File: config.mk
export PLATFORM = sky130hd
export DESIGN_NAME = evt_perf_unit
export DESIGN_NICKNAME = d
export VERILOG_FILES = /design/src/rtl/evt_perf_pkg.sv /design/src/rtl/evt_perf_counter.sv /design/src/rtl/evt_perf_prescale.sv /design/src/rtl/evt_perf_unit.sv
export SDC_FILE = /design/constraint.sdc
export NUM_CORES = 1
export LEC_CHECK = 0
export BUFFER_PORTS_ARGS = -buffer_cell sky130_fd_sc_hd__buf_4
export CAP_MARGIN = 20
export CORE_MARGIN = 4
export CORE_UTILIZATION = 45
export CTS_CLUSTER_SIZE = 14
export DETAILED_ROUTE_END_ITERATION = 7
export GPL_TIMING_DRIVEN = 0
export PLACE_DENSITY = 0.68
export SLEW_MARGIN = 15
export SYNTH_ARGS = -nofsm -noshare
export SYNTH_HDL_FRONTEND = slang
export SYNTH_HIERARCHICAL = 1
export SYNTH_SLANG_ARGS = --single-unit
File: constraint.sdc
create_clock -name clk -period 7.86 [get_ports clk]
set_input_delay 0.393 -clock clk [delete_from_list [all_inputs] [get_ports clk]]
set_output_delay 0.393 -clock clk [all_outputs]
set_load 0.005 [all_outputs]
File: src/rtl/evt_perf_pkg.sv
package evt_perf_pkg;
    localparam int REG_W    = 32;
    localparam int NUM_CNT  = 3;
    localparam int SEL_W    = 8;
    // counter slots: flag bit = B_OVF + slot, enable bit = B_IEN + slot
    localparam int IX_E0    = 0;
    localparam int IX_E1    = 1;
    localparam int IX_CYC   = 2;
    // control word bit positions
    localparam int B_RUN     = 0;
    localparam int B_RST_EVT = 1;
    localparam int B_RST_CYC = 2;
    localparam int B_DIV     = 3;
    localparam int B_IEN     = 4;
    localparam int B_OVF     = 8;
    localparam int B_SEL1    = 12;
    localparam int B_SEL0    = 20;

    typedef logic [REG_W-1:0] reg_w_t;

    typedef enum logic [1:0] {
        ADDR_CTRL = 2'd0,
        ADDR_CYC  = 2'd1,
        ADDR_E0   = 2'd2,
        ADDR_E1   = 2'd3
    } reg_addr_e;

    typedef struct packed {
        logic                run;
        logic                div;
        logic [NUM_CNT-1:0]  ien;
        logic [NUM_CNT-1:0]  ovf;
        logic [SEL_W-1:0]    sel0;
        logic [SEL_W-1:0]    sel1;
    } ctrl_t;

    function automatic logic [1:0] slot_addr(input int slot);
        case (slot)
            IX_E0:   return ADDR_E0;
            IX_E1:   return ADDR_E1;
            default: return ADDR_CYC;
        endcase
    endfunction
endpackage

File: src/rtl/evt_perf_counter.sv
module evt_perf_counter #(
    parameter int W = 32
) (
    input  logic         clk,
    input  logic         rst_n,
    input  logic         inc_i,
    input  logic         clr_i,
    input  logic         wr_i,
    input  logic [W-1:0] wdata_i,
    output logic [W-1:0] cnt_o,
    output logic         wrap_o
);
    typedef struct packed {
        logic [W-1:0] cnt;
    } cnt_state_t;

    cnt_state_t st_d, st_q;

    always_comb begin
        st_d   = st_q;
        wrap_o = 1'b0;
        if (clr_i) begin
            st_d.cnt = '0;
        end else if (wr_i) begin
            st_d.cnt = wdata_i;
        end else if (inc_i) begin
            st_d.cnt = st_q.cnt + 1'b1;
            wrap_o   = &st_q.cnt;
        end
    end

    always_ff @(posedge clk or negedge rst_n) begin
        if (!rst_n) st_q <= '0;
        else        st_q <= st_d;
    end

    assign cnt_o = st_q.cnt;


    wr_wins_chk: assert property (@(posedge clk) disable iff (!rst_n)
        (wr_i && !clr_i) |=> (cnt_o == $past(wdata_i)));


    wrap_zero_chk: assert property (@(posedge clk) disable iff (!rst_n)
        wrap_o |=> (cnt_o == '0));


    clr_zero_chk: assert property (@(posedge clk) disable iff (!rst_n)
        clr_i |=> (cnt_o == '0));
endmodule

File: src/rtl/evt_perf_prescale.sv
module evt_perf_prescale #(
    parameter int LOG2 = 6
) (
    input  logic clk,
    input  logic rst_n,
    input  logic run_i,
    input  logic div_i,
    input  logic clr_i,
    output logic tick_o
);
    typedef struct packed {
        logic [LOG2-1:0] phase;
    } pre_state_t;

    pre_state_t st_d, st_q;

    always_comb begin
        st_d = st_q;
        if (clr_i || !div_i) st_d.phase = '0;
        else if (run_i)      st_d.phase = st_q.phase + 1'b1;
        tick_o = run_i && (!div_i || (&st_q.phase));
    end

    always_ff @(posedge clk or negedge rst_n) begin
        if (!rst_n) st_q <= '0;
        else        st_q <= st_d;
    end


    div_phase_chk: assert property (@(posedge clk) disable iff (!rst_n)
        (div_i && run_i && tick_o && !clr_i) |=> (st_q.phase == '0));
endmodule

File: src/rtl/evt_perf_unit.sv
module evt_perf_unit
    import evt_perf_pkg::*;
#(
    parameter int         CNT_W     = 32,
    parameter int         EVT_NUM   = 64,
    parameter int         DIV_LOG2  = 6,
    parameter logic [7:0] PARK_CODE = 8'h20
) (
    input  logic               clk,
    input  logic               rst_n,
    input  logic [EVT_NUM-1:0] evt_i,
    input  logic [1:0]         reg_addr_i,
    input  logic               reg_wr_i,
    input  logic [REG_W-1:0]   reg_wdata_i,
    output logic [REG_W-1:0]   reg_rdata_o,
    output logic               irq_o
);
    localparam int         IDX_W   = (EVT_NUM > 1) ? $clog2(EVT_NUM) : 1;
    localparam logic [8:0] EVT_LIM = 9'(EVT_NUM);

    ctrl_t              ctrl_d, ctrl_q;
    logic               wr_ctrl, rst_evt, rst_cyc, cyc_tick;
    logic [NUM_CNT-1:0] inc, clr, cwr, wrap, w1c;
    logic [CNT_W-1:0]   cnt [NUM_CNT];

    function automatic logic evt_hit(input logic [SEL_W-1:0] code,
                                     input logic [EVT_NUM-1:0] vec);
        logic legal;
        legal = ({1'b0, code} < EVT_LIM) && (code != PARK_CODE);
        return legal && vec[code[IDX_W-1:0]];
    endfunction

    // control word next state
    always_comb begin
        wr_ctrl = reg_wr_i && (reg_addr_i == ADDR_CTRL);
        rst_evt = wr_ctrl && reg_wdata_i[B_RST_EVT];
        rst_cyc = wr_ctrl && reg_wdata_i[B_RST_CYC];
        w1c     = wr_ctrl ? reg_wdata_i[B_OVF +: NUM_CNT] : '0;
        ctrl_d  = ctrl_q;
        if (wr_ctrl) begin
            ctrl_d.run  = reg_wdata_i[B_RUN];
            ctrl_d.div  = reg_wdata_i[B_DIV];
            ctrl_d.ien  = reg_wdata_i[B_IEN +: NUM_CNT];
            ctrl_d.sel0 = reg_wdata_i[B_SEL0 +: SEL_W];
            ctrl_d.sel1 = reg_wdata_i[B_SEL1 +: SEL_W];
        end
        ctrl_d.ovf = (ctrl_q.ovf & ~w1c) | wrap;
    end

    always_ff @(posedge clk or negedge rst_n) begin
        if (!rst_n) ctrl_q <= '0;
        else        ctrl_q <= ctrl_d;
    end

    evt_perf_prescale #(.LOG2(DIV_LOG2)) i_pre (
        .clk    (clk),
        .rst_n  (rst_n),
        .run_i  (ctrl_q.run),
        .div_i  (ctrl_q.div),
        .clr_i  (rst_cyc),
        .tick_o (cyc_tick)
    );

    always_comb begin
        inc[IX_E0]  = ctrl_q.run && evt_hit(ctrl_q.sel0, evt_i);
        inc[IX_E1]  = ctrl_q.run && evt_hit(ctrl_q.sel1, evt_i);
        inc[IX_CYC] = cyc_tick;
        clr[IX_E0]  = rst_evt;
        clr[IX_E1]  = rst_evt;
        clr[IX_CYC] = rst_cyc;
    end

    for (genvar g = 0; g < NUM_CNT; g++) begin : g_cnt
        assign cwr[g] = reg_wr_i && (reg_addr_i == slot_addr(g));

        evt_perf_counter #(.W(CNT_W)) i_cnt (
            .clk     (clk),
            .rst_n   (rst_n),
            .inc_i   (inc[g]),
            .clr_i   (clr[g]),
            .wr_i    (cwr[g]),
            .wdata_i (reg_wdata_i[CNT_W-1:0]),
            .cnt_o   (cnt[g]),
            .wrap_o  (wrap[g])
        );


        ovf_set_chk: assert property (@(posedge clk) disable iff (!rst_n)
            wrap[g] |=> ctrl_q.ovf[g]);
    end

    // live read mux
    always_comb begin
        reg_rdata_o = '0;
        case (reg_addr_i)
            ADDR_CTRL: begin
                reg_rdata_o[B_RUN]               = ctrl_q.run;
                reg_rdata_o[B_DIV]               = ctrl_q.div;
                reg_rdata_o[B_IEN +: NUM_CNT]    = ctrl_q.ien;
                reg_rdata_o[B_OVF +: NUM_CNT]    = ctrl_q.ovf;
                reg_rdata_o[B_SEL1 +: SEL_W]     = ctrl_q.sel1;
                reg_rdata_o[B_SEL0 +: SEL_W]     = ctrl_q.sel0;
            end
            ADDR_CYC: reg_rdata_o = reg_w_t'(cnt[IX_CYC]);
            ADDR_E0:  reg_rdata_o = reg_w_t'(cnt[IX_E0]);
            default:  reg_rdata_o = reg_w_t'(cnt[IX_E1]);
        endcase
    end

    assign irq_o = |(ctrl_q.ovf & ctrl_q.ien);


    ovf_sticky_chk: assert property (@(posedge clk) disable iff (!rst_n)
        1'b1 |=> ((ctrl_q.ovf & $past(ctrl_q.ovf & ~w1c)) == $past(ctrl_q.ovf & ~w1c)));


    irq_on_wrap_chk: assert property (@(posedge clk) disable iff (!rst_n)
        ((|(wrap & ctrl_q.ien)) && !wr_ctrl) |=> irq_o);


    hold_when_off_chk: assert property (@(posedge clk) disable iff (!rst_n)
        (!ctrl_q.run && !cwr[IX_CYC] && !rst_cyc) |=> $stable(cnt[IX_CYC]));
endmodule

**Word-level counts from Yosys, hierarchy flattened**

Index checks and enable logic that the tools add are counted.
Widths: inputs -> output; s select.

- Add/sub/neg operators: 4
- Multiply operators: 0
- Div/mod/pow operators: 0
- $lt $le $gt $ge: 4
- Equality and inequality tests: 5
- Shift-type cells: 0
- Muxes and demuxes: 33
- Bitwise operators: 4
- Reductions and logical operators: 26

Operators by type and width:

| kind | count |
|---|---|
| $mux 32 | 9 |
| $add 32x1->32 const B | 3 |
| $reduce_and 32->1 | 3 |
| $pmux 16 s3 | 1 |
| $pmux 4 s3 | 2 |
| $lt 8x7->1 const B | 2 |
| $ne 8x6->1 const B | 2 |
| $lt 6x7->1 const B | 2 |
| $logic_and 1x1->1 | 13 |
| $bmux 1 s6 | 2 |
| $mux 6 | 2 |
| $mux 1 | 11 |
| $pmux 1 s3 | 3 |
| $pmux 3 s3 | 1 |
| $reduce_bool 3->1 | 3 |
| $add 6x1->6 const B | 1 |
| $and 3x3->3 | 2 |
| $pmux 2 s3 | 1 |
| $reduce_and 6->1 | 1 |
| $eq 2x2->1 const B | 2 |
| $mux 3 | 1 |
| $not 3->3 | 1 |
| $or 3x3->3 | 1 |
| $reduce_or 3->1 | 1 |
| other kinds (5) | 6 |

- Register bits after elaboration: 126
- Latch bits: 0
- Memory bits (writable): 0
- Memory bits (read-only): 0
- Bits of input ports: 101
- Output and inout bits: 33
- Word-level logic and storage cells: 86
- Memories: 0

**Longest topological paths before layout**

Gate-level depths: netlist of run 1.

- Word-level depth: 8
- Mapped depth: 12
- Depth with buffers taken out: 9

**Hierarchy**

The synthesis of run 1 kept the hierarchy.

Modules (own cells, without submodules):

| module | instances | cells each | area each (um2) | seq. area each (um2) |
|---|---|---|---|---|
| evt_perf_counter | 3 | 251 | 2,172.1 | 800.8 |
| evt_perf_unit | 1 | 203 | 2,859.0 | 600.6 |
| evt_perf_prescale | 1 | 29 | 314.1 | 150.1 |

**Least setup slack after synthesis of run 1**

OpenSTA, ideal clock, no wires.

- Path kind: register to register
- From: register ctrl_q[0] (netlist name)
- To: register g_cnt[1].i_cnt.st_q, in the netlist g_cnt[1].i_cnt/cnt_o[20]
- Library setup time: 0.099 ns
- Arrival: 3.150 ns
- Required time: 7.761 ns
- Slack: 4.610 ns
- Cell stages (with the launch flop): 13
- Path buffers: 3
- Clock period less this slack: 3.250 ns
- Path through: dfrtp_1 > buf_6 > clkbuf_8 > mux4_2 > mux2i_1 > o211ai_1 > a21oi_1 > nor4_1 > nand3_1 > or2_2 > clkbuf_1 > or4_1 > a311oi_1

- Longest elaborated chain between the ends: 5
- Elaborated cells between the ends (all ways): 8
- Classes of those cells: 1 x order compare; 1 x eq/ne; 2 x mux; 4 x reduce/logical

RTL lines:

| item | line | source |
|---|---|---|
| start, declared | evt_perf_unit.sv:21 | `ctrl_t ctrl_d, ctrl_q;` |
| start signal, assigned | evt_perf_unit.sv:52 | `else ctrl_q <= ctrl_d;` |
| $bmux 1 s6 (tied with other cells) | evt_perf_unit.sv:30 | `return legal && vec[code[IDX_W-1:0]];` |
| $mux 1 (not written as such) / $logic_and 1x1->1 (equally long branches) | evt_perf_unit.sv:30, evt_perf_unit.sv:29 |  |
| $logic_and 1x1->1 (*) | evt_perf_unit.sv:30 |  |
| $logic_and 1x1->1 (*) | evt_perf_unit.sv:66 | `inc[IX_E1] = ctrl_q.run && evt_hit(ctrl_q.sel1, evt_i);` |
| named net inc[1] | evt_perf_unit.sv:23 | `logic [NUM_CNT-1:0] inc, clr, cwr, wrap, w1c;` |
| $reduce_bool 3->1 (no line) (*) | - |  |
| end signal, assigned | evt_perf_counter.sv:34 | `else st_q <= st_d;` |
| end, declared | evt_perf_counter.sv:17 | `cnt_state_t st_d, st_q;` |

The timed path passes the listed nets; every way through them passes the cells marked *. The select of a mux whose other input is x is not followed.
A chain may end at the register's enable or synchronous reset.

**Worst setup path after layout of run 1**

- From: register ctrl_q[9] (netlist name)
- To: register g_cnt[0].i_cnt.st_q, in the netlist g_cnt[0].i_cnt/cnt_o[20]

- Longest elaborated chain between the ends: 5
- Elaborated cells between the ends (all ways): 8
- Classes of those cells: 1 x order compare; 1 x eq/ne; 2 x mux; 4 x reduce/logical

RTL lines:

| item | line | source |
|---|---|---|
| $bmux 1 s6 (tied with other cells) | evt_perf_unit.sv:30 |  |
| $mux 1 (not written as such) / $logic_and 1x1->1 (equally long branches) | evt_perf_unit.sv:30, evt_perf_unit.sv:29 |  |
| $logic_and 1x1->1 (*) | evt_perf_unit.sv:30 |  |
| $logic_and 1x1->1 (*) | evt_perf_unit.sv:65 | `inc[IX_E0] = ctrl_q.run && evt_hit(ctrl_q.sel0, evt_i);` |
| named net inc[0] | evt_perf_unit.sv:23 |  |
| $reduce_bool 3->1 (no line) (*) | - |  |
| end signal, assigned | evt_perf_counter.sv:34 |  |
| end, declared | evt_perf_counter.sv:17 |  |

Marked as above.

==> results of run 1 <==
-- synth_stat cells, drive strengths merged (10+ instances only) --
cell type / instances / area share [%]
a211oi: 24 / 1.9
and4: 12 / 1.1
mux2: 32 / 3.7
o31ai: 12 / 0.93
a21oi: 15 / 0.77
xnor2: 25 / 2.3
nor2: 79 / 3.1
mux4: 57 / 14
xor2: 12 / 1.1
o211ai: 10 / 0.77
inv: 24 / 0.93
or4: 34 / 2.8
o21ai: 33 / 1.7
nand4: 50 / 3.4
nor4: 35 / 2.3
mux2i: 11 / 1.1
buf: 36 / 2.3
clkbuf: 40 / 2.6
or3: 31 / 2.1
dfrtp: 126 / 33
nor3: 24 / 1.2
and3: 14 / 0.90
nand3: 46 / 2.5
nand2: 63 / 2.4
a311oi: 32 / 2.9
-- sequential cells by signal, indices dropped and copies added, names as in the netlist --
signal	count
ctrl_q	24
g_cnt.i_cnt/cnt_o	96
i_pre/st_q	6
-- cells by family after synthesis --
| logic type | after synthesis | share of synthesized area, % |
|---|---|---|
| mux | 100 | 18.45 |
| xor+xnor | 37 | 3.345 |
| fa+ha+maj | 4 | 0.5165 |
| simple gates | 426 | 24.59 |
| flops | 126 | 32.54 |
| compound gates | 189 | 14.64 |
| buf+inv | 103 | 5.914 |
-- power by group --
group | internal, mW | switching, mW
clock network | 0.472 | 0.335
logic | 0.431 | 0.407
registers | 0.774 | 0.219
-- per-stage QoR --
stage | hold slack, ps | worst slack (ps) | cell area (um^2) | util (%) | cells
4_1_cts | 231.9 | 3611 | 11650 | 55.23 | 1425
3_3_place_gp | 494.2 | 3617 | 11020 | 52.24 | 1391
3_5_place_dp | 362.3 | 3590 | 11050 | 52.39 | 1392
2_1_floorplan | 97.41 | 4610 | 9689 | - | 985
6_report | 246.5 | 3749 | 11650 | 55.26 | 1426
5_1_grt | 233.1 | 3495 | 11650 | 55.26 | 1426
-- per-layer routing --
metal | GRT usage (%) | wire length, um
met2 | 47.23 | 16790
met4 | 10.47 | 1323
met1 | 39.19 | 14200
met3 | 5.988 | 3573
met5 | 0 | 0
-- worst max path at each step --
stage / cells after the start / start / end / slack (ps)
2_1_floorplan: 12 / ctrl_q[0]$_DFFE_PN0N_ / g_cnt[1].i_cnt/cnt_o[20]$_DFFE_PN0P_ / 4610
3_3_place_gp: 12 / ctrl_q[1]$_DFFE_PN0N_ / g_cnt[1].i_cnt/cnt_o[20]$_DFFE_PN0P_ / 3620
3_5_place_dp: 12 / ctrl_q[1]$_DFFE_PN0N_ / g_cnt[1].i_cnt/cnt_o[20]$_DFFE_PN0P_ / 3590
4_1_cts: 12 / ctrl_q[1]$_DFFE_PN0N_ / g_cnt[1].i_cnt/cnt_o[20]$_DFFE_PN0P_ / 3610
5_1_grt: 12 / ctrl_q[9]$_DFFE_PN0N_ / g_cnt[0].i_cnt/cnt_o[20]$_DFFE_PN0P_ / 3500
6_report: 12 / ctrl_q[9]$_DFFE_PN0N_ / g_cnt[0].i_cnt/cnt_o[20]$_DFFE_PN0P_ / 3750
-- repair_timing --
item,4_1_cts,5_1_grt
setup buffers,0,0
hold endpoints to repair,46,0
setup endpoints to repair,0,0
hold buffers,1,0
-- layout make-up --
type,instances,area [um^2]
sequential,126,3153
multi-input combinational,756,5963
clock inverter,14,160.2
inverter,27,101.3
fill,1922,9435
clock buffer,18,429.2
tap,275,344.1
buffer,76,471.7
timing repair buffer,134,1030
==> impl_metrics.yaml, run 1 <==
status:
  status: "completed"
sta:
  period_share_pct: 52.30
  finalHoldViolCount: 0
  fin_tns_setup_ps: 0
  fin_skew_ps: 9.439
  relSlewSlack_pct: 39.23
  finalSetupViolations: 0
  fmax_mhz: 243.2
  tightest_slew_ps: 903.4
  rsz0062_at_grt: "no"
  min_period_ps: 4111
  drv_slew: 0
setup_path:
  r2r-end: "g_cnt[0].i_cnt/cnt_o[20]$_DFFE_PN0P_"
  critPathLaunchType: "register"
  critPathCaptureType: "register"
  path_max_fanout: 10
  path_cells: "buf_2 > buf_2 > mux4_2 > nor3b_1 > nor4_1 > a31oi_1 > a21oi_1 > nand3_1 > or2_2 > clkbuf_1 > or4_1 > a311oi_1"
  crit_buf_inv: 3
  r2r_cells: 12
  cp_slowest_cell: "a21oi_1"
  r2r-start: "ctrl_q[9]$_DFFE_PN0N_"
  cpPeakStageDelay_ps: 590
  critPathArrivalTime_ps: 4450
  rrSetupSlack_ps: 3750
  crit_top_cell: "buf_2"
  crit_family: "simple AND/OR/NAND/NOR gates"
  worstPathRequired_ps: 8190
  crit_type: "reg -> reg"
routing:
  drt_iter0_markers: 1262
  drtPass1Iterations: 6
  avgRoutedWirePerCell_um: 25.16
  routed_wl_mm: 35.88
  avgViaCountPerCell: 6.762
  ant_nets: 0
  drc: 0
  vias: 9642
die:
  fp.dieH_um: 154.7
  die_area_um2: 23940
  die-width_um: 154.7
  rows: 53
  start_util_pct: 45.95
  boundaryPins: 134
  core_um2: 21090
logic_synthesis:
  synth_cells: 985
  syn_avg_cell_area_um2: 9.837
  synthArstFlopShare_pct: 100.0
  synth_edf_count: 0
  ys_warn_count: 6
  synth_area_um2: 9689
  seq_area_frac_synth_pct: 32.54
  synth_seq_cells: 126
  syn-num-nets: 1090
  ys_types: 61
  ys.flop_type: "dfrtp_1"
finish:
  layout_commonest_cell: "buf_4"
  final_cell_mix: "buf_4 (131), dfrtp_1 (126), nor2_1 (79), nand2_1 (63), nand4_1 (49)"
  drive_above_1_share_pct: 26.15
  num_antenna_cells: 0
  nets: 1243
  syn_to_final_growth_pct: 20.26
clock_tree:
  clk_latency_ps: 430
  clkSinkCount: 126
  cts_made_buffers: 17
  cts_buffer_depth: 2
  cts_tree: "done"
  htree_levels: 4
  cts_resized: 0
  cts_root_buf: "clkbuf_16"
  cts.reportedPaths.clkPinSlew_ps: 60
place:
  gp_congestion: 1.032
  dp_hpwl_mm: 27.56
  io_buffers: 131
global_routing:
  track_usage_pct: 29.24
  grt_overflow: 0
  grt_pass1_wl_mm: 53.82
  grt_pass1_vias: 8886
  antenna_found_initial: 0
  grt_start_max_net_pins: 81
job:
  maxCapViolCount: 0
worst_hold_path:
  whs_endpoint: "g_cnt[0].i_cnt/cnt_o[4]$_DFFE_PN0P_"
  min_path_cells: 2
  min-delay-start: "reg_wdata_i[4]"
  hold_path.class: "in -> reg"
power:
  p_leak_nw: 4.403
  powerDensity_nw_per_um2: 226.4
  ir_drop_v: 0.0001659
  finalPower_mw: 2.639
Power figures use the tool's default switching activity.
==> run 2, diff against run 1 <==
Settings changed: ABC_AREA from default to 1, PLACE_DENSITY 0.68 to 0.67.
Clock period 7.86 ns to 4.3 ns, I/O delays scaled along.
==> run 2 against run 1 <==
Against the previous run:
- sequential power grew to 2.5 times the previous value
- synthesized area grew 14%
- register-to-register slack lost 2300 ps
- first-iteration DRC count grew 43%
- critical path depth grew 4
- power grew 150%
- combinational power grew to 3.0 times the previous value
- global-route usage grew 4.6 points
- routed wire length grew 29%
- clock power grew 77%
- worst hold slack lost 150 ps
- largest cell class unchanged
==> impl_metrics.yaml, run 2 <==
status:
  status: "completed"
routing:
  avgViaCountPerCell: 5.557
  drtPass1Iterations: 6
  ant_nets: 0
  routed_wl_mm: 46.14
  vias: 13240
  drt_iter0_markers: 1808
  drc: 0
  avgRoutedWirePerCell_um: 19.36
place:
  dp_hpwl_mm: 35.91
  gp_congestion: 0.9970
  io_buffers: 133
logic_synthesis:
  synth_edf_count: 0
  ys_warn_count: 6
  synthArstFlopShare_pct: 100.0
  synth-simple-area-share_pct: 51.75
  synth_xor_area_share_pct: 1.898
  ys_types: 32
  synth_seq_cells: 126
  synth_cells: 1892
  synthTopCellsByCount: "nand2_1 (728), nor2_1 (312), nand3_1 (170)"
  synth_compound_area_share_pct: 7.367
  synth_area_um2: 11070
  synth.area.top_cells: "dfrtp_1 (28%), nand2_1 (25%), nor2_1 (11%), nand3_1 (7.7%), inv_1 (5.4%)"
  synthMuxAreaShare_pct: 1.085
  synthAdderAreaFrac_pct: 0.4520
  yosysMostFrequentCell: "nand2_1"
  seq_area_frac_synth_pct: 28.47
  synth_top_area_share_pct: 28.47
  syn_avg_cell_area_um2: 5.853
  synth_top_family_by_area: "simple AND/OR/NAND/NOR gates"
  synth_top_area_cell: "dfrtp_1"
  ys.flop_type: "dfrtp_1"
  syn-num-nets: 1997
sta:
  fin_tns_setup_ps: 0
  timing.hold.ws_ps: 93.24
  rsz0062_at_grt: "no"
  fmax_mhz: 354.4
  min_period_ps: 2822
  finalSetupViolations: 0
  relSlewSlack_pct: 50.56
  drv_slew: 0
  finalHoldViolCount: 0
  fin_skew_ps: 13.81
  period_share_pct: 65.62
  tightest_slew_ps: 738.9
clock_tree:
  cts_buffer_depth: 2
  cts_made_buffers: 17
  cts.reportedPaths.clkPinSlew_ps: 60
  clkSinkCount: 126
  cts_tree: "done"
  post_cts_buffers: 0
  clk_latency_ps: 430
  htree_levels: 4
  cts_root_buf: "clkbuf_16"
setup_path:
  path_cells: "inv_1 > nand2_1 > a21oi_1 > nor2_1 > nand2_1 > nand2_1 > nand2_1 > nand2_1 > nor2_1 > nor2_2 > nor2_4 > inv_1 > buf_4 > nor2_1 > nand2_1 > nand2_1"
  cpPeakStageDelay_ps: 480
  critPathArrivalTime_ps: 3190
  cp_slowest_cell: "dfrtp_1"
  worstPathRequired_ps: 4660
  critPathLaunchType: "register"
  crit_type: "reg -> reg"
  path_max_fanout: 10
  crit_buf_inv: 3
  crit_family: "simple AND/OR/NAND/NOR gates"
  critPathCaptureType: "register"
  crit_top_cell: "nand2_1"
worst_hold_path:
  hold_path.class: "in -> reg"
die:
  fp.dieH_um: 164.9
  die-width_um: 164.9
  core_um2: 24250
  rows: 57
  start_util_pct: 45.67
  boundaryPins: 134
  die_area_um2: 27180
power:
  ir_drop_v: 0.0002781
  powerDensity_nw_per_um2: 496.4
  p_leak_nw: 6.413
job:
  maxCapViolCount: 0
global_routing:
  grt_overflow: 0
  antenna_found_initial: 0
  grt_pass1_wl_mm: 69.54
  grt_start_max_net_pins: 70
  grt_pass1_vias: 11940
  track_usage_pct: 33.85
finish:
  nFillCells: 2569
  num_antenna_cells: 0
  nets: 2151
  layout_commonest_cell: "nand2_1"
  syn_to_final_growth_pct: 18.18
  drive_above_1_share_pct: 14.52
  largest_reg_flops: 96
  final_cell_mix: "nand2_1 (728), nor2_1 (312), nand3_1 (170), inv_1 (160), buf_4 (145)"
-- run 2: cell families (layout without fill, tap and decap cells) --
kind of cell	count (synthesis)	count (layout)
and+or+nand+nor	1330	1330
buffers and inverters	240	407
AOI/OAI and AO/OA	157	157
DFF	126	126
xor gates and xnor gates	24	24
muxes	11	11
adders and majority gates	4	4
-- run 2: worst register-to-register path: cells and delay by family, from the launching register on --
family / cells / cell delay, ps
and+or+nand+nor: 12 / 1380
buffers and inverters: 3 / 630
DFF: 1 / 480
AOI/OAI and AO/OA: 1 / 280
-- run 2: layer usage --
metal / track usage, % / up-vias / wire [um]
met1: 48.34 / 6079 / 19330
met5: 0 / - / 0
met3: 5.765 / 114 / 5497
li1: - / 6246 / -
met2: 51.71 / 803 / 19440
met4: 11.87 / 0 / 1877
-- run 2: final cells by class --
class                           instances  area, um^2  area share, %
Inverter                              170       638.1          4.876
Tap cell                              324       405.4          3.098
Sequential cell                       126        3153          24.09
Clock buffer                           18       429.2          3.279
Buffer                                 70       355.3          2.715
Clock inverter                         14       135.1          1.033
Multi-Input combinational cell       1526        6927          52.93
Timing Repair Buffer                  135        1044          7.974
-- run 2: timing repair --
item | CTS | global route
hold buffers | 1 | 0
resized for setup | 0 | 0
endpoints found under the hold margin | 57 | 0
-- run 2: worst paths after layout --
path                                            from                              endpoint  slack [ps]  cells after the start
max                            ctrl_q[2]$_DFFE_PN0N_  g_cnt[1].i_cnt/cnt_o[31]$_DFFE_PN0P_        1480                     16
min                                   reg_wdata_i[4]                ctrl_q[19]$_DFFE_PN0N_          90                      2
max reg2reg                    ctrl_q[2]$_DFFE_PN0N_  g_cnt[1].i_cnt/cnt_o[31]$_DFFE_PN0P_        1480                     16
min reg2reg                i_pre/st_q[4]$_DFFE_PN0P_             i_pre/st_q[4]$_DFFE_PN0P_         510                      2
max in group asynchronous                      rst_n                ctrl_q[20]$_DFFE_PN0N_        3240                      3
min in group asynchronous                      rst_n  g_cnt[0].i_cnt/cnt_o[31]$_DFFE_PN0P_         300                      2
-- run 2: power by group --
group	internal, mW	switching (mW)	leakage (nW)
Combinational	0.978	1.57	4.54
Sequential	1.64	0.879	1.61
Clock	0.805	0.622	0.269
Total	3.43	3.07	6.41
-- run 2: through the flow --
step	power, mW	cells	util, %	cell area, um^2	worst slack (ps)
after floorplan	3.849	1892	-	11070	2288
after global placement	4.941	2349	51.46	12480	1445
after detailed placement	4.994	2350	51.60	12510	1359
after CTS	6.435	2383	53.97	13090	1553
after global routing	6.924	2383	53.97	13090	1295
final	6.497	2383	53.97	13090	1478
==> run 3, diff against run 2 <==
Settings changed: ABC_AREA 1 to 0, PLACE_DENSITY 0.67 to 0.68.
Clock period 4.3 ns to 2.7 ns, I/O delays scaled along.
==> run 3 against run 2 <==
Against the previous run:
- the run now ends with negative setup slack left
- sequential power up 16%
- setup slack worse by 2000 ps
- sequential share of layout area up 0.12 points
- clock power up 75%
- register-to-register slack worse by 2000 ps
- sequential cell count unchanged
- routed wire length down 16%
- clock skew down 6.8 ps
- non-clock buffer count up 53
- design area down 0.44%
- maximum frequency down 12%
==> impl_metrics.yaml, run 3 (same netlist as run 1, synthesis figures left out) <==
setup_path:
  crit_top_cell: "buf_6"
  cp-startpoint: "ctrl_q[0]$_DFFE_PN0N_"
  worstPathRequired_ps: 3000
  r2r-start: "ctrl_q[0]$_DFFE_PN0N_"
  critPathArrivalTime_ps: 3520
  path_cells: "buf_6 > buf_6 > buf_6 > mux4_2 > mux4_2 > o21ai_2 > nor4_4 > buf_6 > buf_4 > buf_6 > buf_8 > nor4bb_1 > inv_1 > a21oi_1 > or3_1"
  critPathLaunchType: "register"
  critPathCaptureType: "register"
  path_max_fanout: 7
  cp_slowest_cell: "mux4_2"
  crit_family: "multiplexers"
  crit_type: "reg -> reg"
  cpPeakStageDelay_ps: 510
  crit_buf_inv: 8
power:
  seqPwrFrac_pct: 35.0
  switchingPower_mw: 3.044
  internal-power_mw: 5.334
  p_leak_nw: 5.086
  ir_drop_v: 0.0005129
  switching_share_pct: 36.33
  finalPower_mw: 8.379
  powerDensity_nw_per_um2: 643.1
  clock_power_share_pct: 29.9
  combPwrFrac_pct: 35.1
die:
  boundaryPins: 134
  start_util_pct: 45.95
  die_area_um2: 23940
  die-width_um: 154.7
  core_um2: 21090
  rows: 53
  fp.dieH_um: 154.7
routing:
  routed_wl_mm: 38.78
  vias: 10110
  avgViaCountPerCell: 6.859
  drtPass1Iterations: 7
  drt_iter0_markers: 1220
  ant_nets: 0
  drc: 0
  avgRoutedWirePerCell_um: 26.31
global_routing:
  track_usage_pct: 31.15
  grt_start_max_net_pins: 67
  grt_pass1_vias: 9512
  antenna_found_initial: 0
  grt_overflow: 0
  grt_pass1_wl_mm: 57.28
sta:
  relSlewSlack_pct: 42.46
  min_period_ps: 3216
  tightest_slew_ps: 855.2
  fin_skew_ps: 6.983
  rsz0062_at_grt: "yes"
  fmax_mhz: 310.9
  finalSetupViolations: 66
  period_share_pct: 119.1
  drv_slew: 0
  fin_tns_setup_ps: -21060
  final.setup.worst_slack_ps: -516.3
  timing.hold.ws_ps: 16.31
  finalHoldViolCount: 0
finish:
  nFillCells: 1724
  syn_to_final_growth_pct: 34.46
  largest_reg_flops: 96
  nets: 1291
  drive_above_1_share_pct: 37.36
  final_cell_mix: "buf_4 (149), dfrtp_1 (125), nor2_1 (79), nand2_1 (60), mux4_2 (51)"
  multiInputGateArea_um2: 6656
  register_area_um2: 3154
  layout_commonest_cell: "buf_4"
  final_area_um2: 13030
  num_antenna_cells: 0
clock_tree:
  clk_latency_ps: 430
  cts.reportedPaths.clkPinSlew_ps: 60
  htree_levels: 4
  clkSinkCount: 126
  cts_buffer_depth: 2
  cts_made_buffers: 17
  cts_root_buf: "clkbuf_16"
  cts_tree: "done"
job:
  maxCapViolCount: 0
place:
  dp_hpwl_mm: 28.23
  dp_worst_setup_slack_ps: -1108
  placed_area_um2: 11150
  gp_congestion: 1.010
  io_buffers: 131
status:
  violations: "negative setup slack"
  status: "finished with violations"
worst_hold_path:
  hold_path.class: "in -> reg"
  min-delay-start: "reg_wdata_i[20]"
## run 3: power groups by stage
stage | Sequential (mW) | Clock (mW) | Combinational, mW
after detailed placement | 2.90 | 0 | 2.44
after global placement | 2.89 | 0 | 2.41
after floorplan | 2.65 | 0 | 1.67
final | 2.93 | 2.50 | 2.95
after CTS | 2.89 | 2.52 | 2.77
after global routing | 2.98 | 2.60 | 3.13
## run 3: cell type report
| class | instances | area share, % |
|---|---|---|
| repair buffers | 187 | 12.20 |
| multi-input cells | 756 | 51.09 |
| inverters | 27 | 0.7779 |
| plain buffers | 71 | 4.226 |
| clock inverters | 15 | 1.594 |
| clock buffers | 17 | 3.265 |
| flip-flops and latches | 126 | 24.21 |
| well taps | 275 | 2.641 |
## run 3: repair_timing
action / CTS / global route
pin swaps: 78 / 37
resized for setup: 122 / 71
cloned: 1 / 0
endpoints found under the hold margin: 75 / 0
hold buffers: 8 / 0
endpoints found under the setup margin: 92 / 78
setup buffers: 30 / 18
## run 3: worst paths after layout
check	end	slack, ps	cells past startpoint
min in group asynchronous	i_pre/st_q[3]$_DFFE_PN0P_	260	2
max	g_cnt[1].i_cnt/cnt_o[31]$_DFFE_PN0P_	-520	15
max reg2reg	g_cnt[1].i_cnt/cnt_o[31]$_DFFE_PN0P_	-520	15
min	ctrl_q[8]$_DFFE_PN0N_	20	2
max in group asynchronous	g_cnt[1].i_cnt/cnt_o[30]$_DFFE_PN0P_	1680	3
min reg2reg	ctrl_q[18]$_DFF_PN0_	540	1
## run 3: layer usage
layer | routed length, um | vias to the layer above | GRT usage (%)
met5 | 0 | - | 0
met4 | 1147 | 0 | 11.94
met3 | 4142 | 95 | 7.163
met2 | 18880 | 669 | 51.52
met1 | 14610 | 5007 | 39.91
li1 | - | 4339 | -
## run 3: per-stage QoR
step	instances	util [%]
global placement	1391	52.74
floorplan	985	-
global route	1474	61.78
CTS	1461	60.05
detailed placement	1392	52.88
finish	1474	61.78
